===== config.mk =====
export PLATFORM = sky130hd
export DESIGN_NAME = rtc_bus_slave
export DESIGN_NICKNAME = d
export VERILOG_FILES = /design/src/rtl/bus_slave_pkg.sv /design/src/rtl/bus_slave_sync.sv /design/src/rtl/bus_slave_dp.sv /design/src/rtl/bus_slave_ctrl.sv /design/src/rtl/rtc_bus_slave.sv
export SDC_FILE = /design/constraint.sdc
export NUM_CORES = 1
export LEC_CHECK = 0
export BUFFER_PORTS_ARGS = -buffer_cell sky130_fd_sc_hd__buf_2
export CORE_UTILIZATION = 50
export CTS_CLUSTER_SIZE = 8
export DETAILED_ROUTE_END_ITERATION = 7
export PLACE_DENSITY = 0.72
export SLEW_MARGIN = 15
export SYNTH_ARGS = -nofsm -noshare
export SYNTH_HDL_FRONTEND = slang
export SYNTH_SLANG_ARGS = --single-unit

===== constraint.sdc =====
create_clock -name clk -period 4.8 [get_ports clk]
set_input_delay 0.96 -clock clk [delete_from_list [all_inputs] [get_ports clk]]
set_output_delay 0.96 -clock clk [all_outputs]
set_load 0.03 [all_outputs]

===== src/rtl/bus_slave_pkg.sv =====
package bus_slave_pkg;

  typedef struct packed {
    logic loadPtr;
    logic incPtr;
    logic clrPtr;
    logic writeEn;
    logic loadTx;
    logic shiftTx;
  } dpCtrl_t;

  typedef enum logic [2:0] {
    ST_IDLE,
    ST_RX,
    ST_ACKOUT,
    ST_TX,
    ST_ACKIN
  } slvState_t;

  typedef enum logic [1:0] {
    K_ADDR,
    K_WORD,
    K_DATA
  } rxKind_t;

endpackage


===== src/rtl/bus_slave_sync.sv =====
module bus_slave_sync #(
  parameter int STAGES = 2
) (
  input  logic clk,
  input  logic rstN,
  input  logic din,
  output logic dout
);
  logic [STAGES-1:0] chain;

  always_ff @(posedge clk or negedge rstN) begin
    if (!rstN) chain <= '1;
    else       chain <= {chain[STAGES-2:0], din};
  end

  assign dout = chain[STAGES-1];
endmodule


===== src/rtl/bus_slave_dp.sv =====
module bus_slave_dp
  import bus_slave_pkg::*;
#(
  parameter int PTR_W       = 6,
  parameter int DATA_W      = 8,
  parameter int SYNC_STAGES = 2
) (
  input  logic              clk,
  input  logic              rstN,
  input  logic              sclIn,
  input  logic              sdaIn,
  input  dpCtrl_t           ctl,
  input  logic [DATA_W-1:0] rdData,
  output logic              sclRise,
  output logic              sclFall,
  output logic              startDet,
  output logic              stopDet,
  output logic              sdaNow,
  output logic              txBit,
  output logic [DATA_W-1:0] rxByte,
  output logic [PTR_W-1:0]  ptr
);
  localparam int LINES = 2;

  logic [LINES-1:0] lineRaw;
  logic [LINES-1:0] lineSync;
  logic             sclPrev;
  logic             sdaPrev;
  logic             sclNow;
  logic [DATA_W-1:0] rxShift;
  logic [DATA_W-1:0] txShift;

  assign lineRaw = {sdaIn, sclIn};

  for (genvar g = 0; g < LINES; g++) begin : gLineSync
    bus_slave_sync #(.STAGES(SYNC_STAGES)) u_sync (
      .clk (clk),
      .rstN(rstN),
      .din (lineRaw[g]),
      .dout(lineSync[g])
    );
  end

  assign sclNow = lineSync[0];
  assign sdaNow = lineSync[1];

  always_ff @(posedge clk or negedge rstN) begin
    if (!rstN) begin
      sclPrev <= 1'b1;
      sdaPrev <= 1'b1;
    end else begin
      sclPrev <= sclNow;
      sdaPrev <= sdaNow;
    end
  end

  assign sclRise  = sclNow & ~sclPrev;
  assign sclFall  = ~sclNow & sclPrev;
  assign startDet = sclNow & sclPrev & sdaPrev & ~sdaNow;
  assign stopDet  = sclNow & sclPrev & ~sdaPrev & sdaNow;

  always_ff @(posedge clk or negedge rstN) begin
    if (!rstN)        rxShift <= '0;
    else if (sclRise) rxShift <= {rxShift[DATA_W-2:0], sdaNow};
  end
  assign rxByte = rxShift;

  always_ff @(posedge clk or negedge rstN) begin
    if (!rstN)            ptr <= '0;
    else if (ctl.clrPtr)  ptr <= '0;
    else if (ctl.loadPtr) ptr <= rxShift[PTR_W-1:0];
    else if (ctl.incPtr)  ptr <= ptr + 1'b1;
  end

  always_ff @(posedge clk or negedge rstN) begin
    if (!rstN)            txShift <= '1;
    else if (ctl.loadTx)  txShift <= rdData;
    else if (ctl.shiftTx) txShift <= {txShift[DATA_W-2:0], 1'b1};
  end
  assign txBit = txShift[DATA_W-1];

  AST_START_STOP_EXCL: assert property (@(posedge clk) disable iff (!rstN)
    startDet |=> !stopDet) else $error("start followed by stop");
endmodule


===== src/rtl/bus_slave_ctrl.sv =====
module bus_slave_ctrl
  import bus_slave_pkg::*;
#(
  parameter int            DATA_W     = 8,
  parameter logic [6:0]    SLAVE_ADDR = 7'h68
) (
  input  logic              clk,
  input  logic              rstN,
  input  logic              powerFail,
  input  logic              sclRise,
  input  logic              sclFall,
  input  logic              startDet,
  input  logic              stopDet,
  input  logic              sdaNow,
  input  logic              txBit,
  input  logic [DATA_W-1:0] rxByte,
  output dpCtrl_t           ctl,
  output logic              sdaDriveLow
);
  localparam int          BIT_W    = $clog2(DATA_W);
  localparam logic [BIT_W-1:0] LAST_BIT = BIT_W'(DATA_W - 1);

  slvState_t         state;
  rxKind_t           kind;
  logic [BIT_W-1:0]  bitCnt;
  logic              rxFull;
  logic              isRead;
  logic              ackSeen;

  always_comb begin
    ctl = '0;
    if (powerFail) begin
      ctl.clrPtr = 1'b1;
    end else if (!startDet && !stopDet) begin
      unique case (state)
        ST_ACKOUT: begin
          if (sclRise && kind == K_WORD) ctl.loadPtr = 1'b1;
          if (sclRise && kind == K_DATA) begin
            ctl.writeEn = 1'b1;
            ctl.incPtr  = 1'b1;
          end
          if (sclFall && kind == K_ADDR && isRead) ctl.loadTx = 1'b1;
        end
        ST_TX:   if (sclFall) ctl.shiftTx = 1'b1;
        ST_ACKIN: begin
          if (sclRise && !sdaNow) ctl.incPtr = 1'b1;
          if (sclFall && ackSeen) ctl.loadTx = 1'b1;
        end
        default: ;
      endcase
    end
  end

  always_ff @(posedge clk or negedge rstN) begin
    if (!rstN) begin
      state   <= ST_IDLE;
      kind    <= K_ADDR;
      bitCnt  <= '0;
      rxFull  <= 1'b0;
      isRead  <= 1'b0;
      ackSeen <= 1'b0;
    end else if (powerFail) begin
      state  <= ST_IDLE;
      rxFull <= 1'b0;
    end else if (startDet) begin
      state  <= ST_RX;
      kind   <= K_ADDR;
      bitCnt <= '0;
      rxFull <= 1'b0;
    end else if (stopDet) begin
      state <= ST_IDLE;
    end else begin
      unique case (state)
        ST_RX: begin
          if (sclRise) begin
            bitCnt <= bitCnt + 1'b1;
            rxFull <= (bitCnt == LAST_BIT);
          end else if (sclFall && rxFull) begin
            rxFull <= 1'b0;
            if (kind == K_ADDR) begin
              if (rxByte[DATA_W-1:1] == SLAVE_ADDR) begin
                isRead <= rxByte[0];
                state  <= ST_ACKOUT;
              end else begin
                state <= ST_IDLE;
              end
            end else begin
              state <= ST_ACKOUT;
            end
          end
        end
        ST_ACKOUT: begin
          if (sclFall) begin
            bitCnt <= '0;
            if (kind == K_ADDR && isRead) begin
              state <= ST_TX;
            end else if (kind == K_ADDR) begin
              kind  <= K_WORD;
              state <= ST_RX;
            end else begin
              kind  <= K_DATA;
              state <= ST_RX;
            end
          end
        end
        ST_TX: begin
          if (sclFall) begin
            bitCnt <= bitCnt + 1'b1;
            if (bitCnt == LAST_BIT) state <= ST_ACKIN;
          end
        end
        ST_ACKIN: begin
          if (sclRise) ackSeen <= ~sdaNow;
          if (sclFall) begin
            bitCnt <= '0;
            state  <= ackSeen ? ST_TX : ST_IDLE;
          end
        end
        default: ;
      endcase
    end
  end

  assign sdaDriveLow = (state == ST_ACKOUT) || (state == ST_TX && !txBit);

  AST_STOP_RELEASES: assert property (@(posedge clk) disable iff (!rstN)
    stopDet |=> !sdaDriveLow) else $error("SDA held after stop");
  AST_START_RELEASES: assert property (@(posedge clk) disable iff (!rstN)
    startDet |=> !sdaDriveLow) else $error("SDA held after start");
endmodule


===== src/rtl/rtc_bus_slave.sv =====
module rtc_bus_slave
  import bus_slave_pkg::*;
#(
  parameter int         PTR_W       = 6,
  parameter int         DATA_W      = 8,
  parameter int         SYNC_STAGES = 2,
  parameter logic [6:0] SLAVE_ADDR  = 7'h68
) (
  input  logic              clk,
  input  logic              rstN,
  input  logic              powerFail,
  input  logic              sclIn,
  input  logic              sdaIn,
  output logic              sdaDriveLow,
  output logic              regWrEn,
  output logic [PTR_W-1:0]  regWrAddr,
  output logic [DATA_W-1:0] regWrData,
  output logic [PTR_W-1:0]  regRdAddr,
  input  logic [DATA_W-1:0] regRdData
);
  dpCtrl_t           ctl;
  logic              sclRise, sclFall, startDet, stopDet, sdaNow, txBit;
  logic [DATA_W-1:0] rxByte;
  logic [PTR_W-1:0]  ptr;

  bus_slave_dp #(
    .PTR_W(PTR_W), .DATA_W(DATA_W), .SYNC_STAGES(SYNC_STAGES)
  ) u_dp (
    .clk(clk), .rstN(rstN), .sclIn(sclIn), .sdaIn(sdaIn), .ctl(ctl),
    .rdData(regRdData), .sclRise(sclRise), .sclFall(sclFall),
    .startDet(startDet), .stopDet(stopDet), .sdaNow(sdaNow),
    .txBit(txBit), .rxByte(rxByte), .ptr(ptr)
  );

  bus_slave_ctrl #(
    .DATA_W(DATA_W), .SLAVE_ADDR(SLAVE_ADDR)
  ) u_ctrl (
    .clk(clk), .rstN(rstN), .powerFail(powerFail), .sclRise(sclRise),
    .sclFall(sclFall), .startDet(startDet), .stopDet(stopDet),
    .sdaNow(sdaNow), .txBit(txBit), .rxByte(rxByte), .ctl(ctl),
    .sdaDriveLow(sdaDriveLow)
  );

  assign regWrEn   = ctl.writeEn;
  assign regWrAddr = ptr;
  assign regWrData = rxByte;
  assign regRdAddr = ptr;

  AST_PF_RELEASE: assert property (@(posedge clk) disable iff (!rstN)
    powerFail |=> !sdaDriveLow) else $error("SDA driven in power fail");
  AST_PF_PTR_CLEAR: assert property (@(posedge clk) disable iff (!rstN)
    powerFail |=> regRdAddr == '0) else $error("pointer kept in power fail");
  AST_PF_NO_WRITE: assert property (@(posedge clk) disable iff (!rstN)
    powerFail |-> !regWrEn) else $error("write during power fail");
  AST_WRITE_ADVANCES: assert property (@(posedge clk) disable iff (!rstN)
    regWrEn |=> regRdAddr == PTR_W'($past(regWrAddr) + 1'b1)) else $error("pointer did not step");
  AST_WRITE_PULSE: assert property (@(posedge clk) disable iff (!rstN)
    regWrEn |=> !regWrEn) else $error("write strobe longer than one cycle");
endmodule


* After elaboration in Yosys (flattened, before gate mapping)
Cells that the tools add are included.
** Storage, ports and cells
- Register bits after elaboration :: 39
- Input bits :: 13
- Output and inout port bits :: 22
- Logic and storage cells :: 134
** Cells by class
- $add $sub $neg :: 2
- Equal/unequal tests :: 20
- Muxes and demuxes :: 53
- Bitwise operators :: 15
- Reductions and logical operators :: 31
** Operator list (count)
- $mux 3 :: 16
- $ne 5x2->1 const B :: 5
- $mux 2 :: 12
- $mux 6 :: 3
- $mux 1 :: 16
- $mux 8 :: 2
- $pmux 3 s4 :: 1
- $logic_and 1x1->1 :: 10
- $reduce_and 5->1 :: 2
- $ne 3x1->1 const B :: 3
- $pmux 3 s3 :: 1
- $not 1->1 :: 8
- $reduce_and 8->1 :: 1
- $reduce_bool 4->1 :: 2
- $and 1x1->1 :: 7
- $eq 7x7->1 const B :: 1
- $reduce_and 7->1 :: 1
- $reduce_bool 7->1 :: 1
- $add 6x1->6 const B :: 1
- $eq 3x2->1 const B :: 2
- $eq 3x3->1 const B :: 2
- $reduce_and 6->1 :: 1
- $reduce_bool 2->1 :: 3
- $reduce_bool 3->1 :: 2
- other kinds (13) :: 18

* Logic depth before layout (Yosys ltp)
Gate-level depths: netlist of the first run.
- Depth in word-level cells :: 10
- Mapped depth :: 6
- Mapped depth without buffers :: 6

* Cells and area by module
From an unflattened synthesis of the first run, not the netlist that was laid out.
** Unflattened totals
- Cells, all modules :: 210
- Area, all modules :: 2108.3 µm²
** By module, submodules not included
- bus_slave_dp :: instances 1, cells each 98, area an instance 1078.5 µm², sequential area each 613.1 µm²
- bus_slave_ctrl :: instances 1, cells each 102, area an instance 879.6 µm², sequential area each 275.3 µm²
- bus_slave_sync :: instances 2, cells each 2, area an instance 52.6 µm², sequential area each 52.6 µm²
- rtc_bus_slave :: instances 1, cells each 6, area an instance 45.0 µm², sequential area each 0.0 µm²

* Worst setup path after synthesis of the first run
Ideal clock, no wire load.
- Kind :: input port to output port
- Start :: in powerFail
- End :: out regWrEn
- Data arrival time :: 2.414 ns
- Required time :: 3.840 ns
- Slack :: 1.426 ns
- Cell stages on the path :: 4
- Path buffers :: 1
- Path through :: buf_2 > a21oi_1 > nand2_1 > nor4bb_1
** Between the ends
- Longest elaborated chain between the ends :: 1
** RTL lines
- from (decl) :: RTL line rtc_bus_slave.sv:11 : input logic powerFail,
- $mux 3 :: RTL line bus_slave_ctrl.sv:32 : if (powerFail) begin
- to (decl) :: RTL line rtc_bus_slave.sv:15 : output logic regWrEn,
Every way passes these cells.

* Final worst setup path of the first run
Same ends and word-level chain as after synthesis.

==> flow_summary.yaml, run 1 <==
status:
  status: "completed"
placement:
  dpl_cell_area_um2: 2390
  dp_hpwl_um: 3070
  port_buffers: 34
  pre_cts_ws_ns: 1.65
  placed_cells: 278
  gp_congestion: 0.887
setup_path:
  cp.arrival_ns: 2.20
  critical_path_class: "in2out"
  crit_path_cell_trace: "buf_2 > a21oi_1 > nand2_1 > nor4bb_1 > buf_2"
  worstPathMaxFanout: 17
  critPathTopFamily: "buffers and inverters"
  required_ns: 3.84
  cpMostUsedCell: "buf_2"
  reg2reg_from: "u_ctrl.state[1]"
  slowest_stage: "nor4bb_1"
  cp-start-kind: "primary input"
  slowest_delay_ns: 0.33
  path_buf_inv: 2
  end_kind: "output port"
  critPathLaunch: "powerFail"
min_path:
  hp-class: "reg2reg"
  hold_start: "u_dp.gLineSync[0].u_sync.chain[0]"
cts:
  numCtsBuffers: 5
  clk_latency_ns: 0.29
  clk_pin_slew_ns: 0.07
  cts_tree: "yes"
  cts_setup_buffers: 0
  ctsResizeCount: 0
  cts_htree_levels: 2
  ctsHoldBuffers: 0
  cts_num_sinks: 39
  cts-root-buf: "clkbuf_8"
  cts_buffer_depth: 2
timing:
  tns_ns: 0
  fmax_mhz: 316
  setup_viol: 0
  min_period_ns: 3.16
  relSlewSlack_pct: 43.6
  tightest_slew_ns: 0.847
  finalCritPeriodShare_pct: 65.9
  worst_slack_ns: 1.64
  finClkSkew_ns: 0.00265
  maxSlewViolCount: 0
  rsz0062_at_grt: "no"
  hold_viol: 0
drt:
  drcViolationCount: 0
  post_drt_wl_per_cell_um: 15.6
  firstDrtPassIters: 4
  vias: 1683
  vias_per_cell: 5.88
  drtIter0Drc: 135
  ant_nets: 0
  routed_wl_um: 4470
pwr:
  ir_worst_vdd_uv: 209
  p_per_area_nw_per_um2: 363
  p_leak_uw: 0.00109
die:
  die_w_um: 68.9
  coreArea_um2: 4140
  start_util_pct: 54.0
  die_y_um: 68.9
  die_area_um2: 4750
  ioPinCount: 35
  rows: 23
global_routing:
  grt.total_usage_pct: 21.0
  grt_pass1_wl_um: 7200
  antenna_found_initial: 0
  grt_max_degree: 40
  grt_pass1_vias: 1515
  gr-total-overflow: 0
layout:
  drive_above_1_share_pct: 36.9
  syn2layout_area_growth_pct: 12.0
  final_nets: 251
  antenna_cells: 0
  postLayoutCellArea_um2: 2510
  mostFrequentLayoutCells: "34 x buf_2, 25 x dfrtp_1, 23 x mux2_2"
  layout.cells.non_filler: 286
  final_common_cell: "buf_2"
yosys:
  post-synth-top-area-cell: "dfrtp_1"
  syn-num-nets: 223
  synth.distinct_cells: 51
  synth_seq_cells: 39
  synthTopCellsByArea: "dfrtp_1 28%, dfstp_2 16%, mux2_2 12%, mux2i_1 4.0%, a21oi_1 2.2%"
  synth_ff_type: "dfrtp_1"
  synthArstFlopShare_pct: 100
  synth_area_per_cell_um2: 10.8
  yosysSeqAreaShare_pct: 44.4
  synth_cells: 207
  synth-edff-count: 0
  synth_area_um2: 2240
  yosysWarningCount: 0
  synth_top_area_share_pct: 28.0
job:
  drv_cap: 0
==> flip-flops by register name (all words and copies together) (netlist names) <==
name and flops:
u_ctrl.state 3, u_ctrl.bitCnt 3, u_ctrl.kind 2, u_ctrl.rxFull 1
u_ctrl.isRead 1, u_ctrl.ackSeen 1, u_dp.sdaPrev 1, u_dp.ptr 6
u_dp.rxByte 8, u_dp.sclPrev 1, u_dp.txShift 8, u_dp.gLineSync.u_sync.chain 4
==> logic make-up (layout without fill, tap and decap cells) <==
| group | Yosys count | count (layout) | share of synthesized area (%) |
|---|---|---|---|
| AOI/OAI and AO/OA | 48 | 48 | 15.1 |
| xor gates and xnor gates | 2 | 2 | 0.783 |
| adders and majority gates | 3 | 3 | 1.68 |
| buffers and inverters | 26 | 55 | 5.98 |
| DFF | 39 | 39 | 44.4 |
| muxes | 33 | 33 | 16.1 |
| and+or+nand+nor | 56 | 56 | 15.9 |
==> cells in the mapped netlist (2+ instances only) <==
cell type  number
xor2_1          2
dfrtp_1        25
o32ai_1         4
o211ai_1        2
inv_1          12
nor4_1          2
buf_2           5
mux2_2         23
nor3_1          2
o21ai_0        10
mux2i_1         9
a22oi_1         4
nand2_1         6
nand2b_1        4
nor4bb_1        2
a2111oi_0       2
nor2b_1         3
ha_1            3
nor3b_1         4
a32o_1          3
a21o_1          2
buf_4           6
a31oi_1         4
nand3_1         7
nor2_1         11
dfstp_2        14
a21oi_1        10
clkbuf_1        2
nand3b_1        2
==> worst reg2reg max path, delay by kind of cell, from the launching register on <==
family	cells	cell delay [ns]
mux	1	0.39
simple gates	2	0.74
compound gates	1	0.49
flops	1	0.61
==> stage by stage <==
stage / power (uW) / hold WS, ns / utilization, %
CTS: 919 / 0.359 / 60.5
finish: 910 / 0.358 / 60.5
global placement: 627 / 0.346 / 57.6
floorplan: 567 / 0.345 / -
global route: 962 / 0.361 / 60.5
detailed placement: 634 / 0.348 / 57.6
==> final timing paths <==
path                       slack (ns)  cells past startpoint                                end
min                              0.36                      0  u_dp.gLineSync[0].u_sync.chain[1]
max in group asynchronous        3.51                      1                     u_dp.rxByte[5]
min in group asynchronous        0.77                      1                   u_ctrl.bitCnt[1]
max                              1.64                      5                            regWrEn
max reg2reg                      2.49                      4                    u_dp.txShift[6]
min reg2reg                      0.36                      0  u_dp.gLineSync[0].u_sync.chain[1]
==> layout make-up <==
class | count | area, um^2
multi-input combinational | 142 | 1110
clock buffer | 6 | 82.6
tap | 50 | 62.6
clock inverter | 2 | 35.0
inverter | 12 | 45.0
fill | 355 | 1640
timing repair buffer | 35 | 178
sequential | 39 | 993
==> where the power goes <==
| group | total, uW | switching, uW | internal, uW |
|---|---|---|---|
| Combinational | 196 | 115 | 81.0 |
| Sequential | 430 | 46.9 | 383 |
| Clock | 285 | 117 | 168 |
==> per-layer routing <==
metal	routed length (um)	share of wire [%]	up-vias	GRT usage [%]
li1	-	-	816	-
met4	85	1.9	0	10.5
met1	2110	47	806	28.3
met3	206	4.6	7	4.28
met2	2070	46	54	31.9
met5	0	0	-	0
(Power assumes the default switching activity.)
==> run 2, diff against run 1 <==
PLACE_DENSITY = 0.75   (was 0.72)
clock period = 2.71 ns   (was 4.8 ns; I/O delays follow)
==> run 2 against run 1 <==
  * Highest routed layer unchanged
  * Largest cell class unchanged
  * Critical endpoint unchanged
  * Global-route usage up 1.3 points
  * Non-clock buffer count is 2 higher
  * Critical path type is now reg2out
  * Largest power group unchanged
  * Register-to-register slack worse by 2.0 ns
  * Clock skew rose by 0.0086 ns
==> flow_summary.yaml, run 2 (synthesis gave the netlist of run 1 again) <==
cts:
  clk_latency_ns: 0.30
  cts-root-buf: "clkbuf_8"
  cts_tree: "yes"
  numCtsBuffers: 5
  cts_buffer_depth: 2
  ctsResizeCount: 0
  cts_num_sinks: 39
  ctsHoldBuffers: 0
  clk_pin_slew_ns: 0.07
  cts_htree_levels: 2
  cts_setup_buffers: 0
layout:
  fillers: 372
  layout.cells.non_filler: 288
  drive_above_1_share_pct: 37.0
  final_nets: 253
  final_common_cell: "buf_2"
  final_util_pct: 60.7
  syn2layout_area_growth_pct: 12.5
  mostFrequentLayoutCells: "34 x buf_2, 25 x dfrtp_1, 23 x mux2_2"
  antenna_cells: 0
die:
  ioPinCount: 35
  start_util_pct: 54.0
  die_w_um: 68.9
  die_y_um: 68.9
  rows: 23
  die_area_um2: 4750
  coreArea_um2: 4140
placement:
  placed_cells: 280
  gp_congestion: 0.868
  dp_hpwl_um: 3220
  port_buffers: 34
global_routing:
  grt_max_degree: 40
  gr-total-overflow: 0
  antenna_found_initial: 0
  grt_pass1_vias: 1644
  grt.total_usage_pct: 22.4
  grt_pass1_wl_um: 7710
drt:
  drcViolationCount: 0
  ant_nets: 0
  post_drt_wl_per_cell_um: 15.8
  vias: 1703
  drtIter0Drc: 145
  vias_per_cell: 5.91
  routed_wl_um: 4540
  firstDrtPassIters: 4
setup_path:
  cp-start-kind: "flip-flop"
  critical_path_class: "reg2out"
  r2r_slack_ns: 0.51
  reg2reg_depth: 4
  worstPathMaxFanout: 8
  end_kind: "output port"
  cp.arrival_ns: 1.97
  required_ns: 2.17
  reg2reg_from: "u_ctrl.state[1]"
  worstReg2RegEnd: "u_dp.txShift[5]"
timing:
  min_period_ns: 2.51
  relSlewSlack_pct: 43.8
  fmax_mhz: 398
  hold_viol: 0
  finalCritPeriodShare_pct: 92.6
  finClkSkew_ns: 0.0112
  setup_viol: 0
  whs_ns: 0.345
  rsz0062_at_grt: "no"
  tightest_slew_ns: 0.843
  tns_ns: 0
  maxSlewViolCount: 0
pwr:
  ir_worst_vdd_uv: 362
  power_uw: 1590
  p_per_area_nw_per_um2: 630
  p_leak_uw: 0.00109
min_path:
  hold_path_end: "u_dp.gLineSync[1].u_sync.chain[0]"
  hp-class: "in2reg"
  holdPathStages: 1
  hold_start: "sdaIn"
status:
  status: "completed"
job:
  drv_cap: 0
-- run 2: final cells by class --
class,instances,area [um^2],share of cell area [%]
multi-input combinational,142,1120,44.4
sequential,39,993,39.5
tap,50,62.6,2.49
timing repair buffer,37,193,7.66
clock inverter,1,30.0,1.19
clock buffer,7,76.3,3.03
inverter,12,45.0,1.79
-- run 2: power by group --
group / switching [uW] / leakage [uW] / internal [uW]
logic: 207 / 0.000573 / 145
clock network: 197 / 0.0000524 / 275
registers: 83.2 / 0.000467 / 678
-- run 2: worst max-delay path by stage --
stage	startpoint	to	slack [ns]	cells after the start
3_5_place_dp	powerFail	regWrEn	0.47	5
2_1_floorplan	u_dp.gLineSync[0].u_sync.chain[1]	regWrEn	0.21	4
5_1_grt	u_dp.gLineSync[1].u_sync.chain[1]	regWrEn	0.05	5
4_1_cts	u_dp.gLineSync[1].u_sync.chain[1]	regWrEn	0.20	5
6_report	u_dp.gLineSync[1].u_sync.chain[1]	regWrEn	0.20	5
3_3_place_gp	powerFail	regWrEn	0.51	5
-- run 2: layer usage --
metal | up-vias | global-route usage, % | part of all wire (%) | wire length [um]
met2 | 61 | 33.7 | 46 | 2080
met4 | 0 | 8.16 | 1.3 | 61
met3 | 6 | 5.92 | 5.9 | 269
met1 | 819 | 30.7 | 47 | 2130
met5 | - | 0 | 0 | 0
li1 | 817 | - | - | -
-- run 2: stage by stage --
step / worst slack, ns / area [um^2]
floorplan: 0.205 / 2240
global placement: 0.514 / 2410
detailed placement: 0.474 / 2410
CTS: 0.200 / 2520
global route: 0.0472 / 2520
finish: 0.200 / 2520
-- run 2: worst max-delay path, stage by stage (launching register included) --
cell      delay, ns
dfstp_2        0.63
xor2_1         0.13
a21oi_1        0.30
nand2_1        0.10
nor4bb_2       0.27
buf_2          0.24
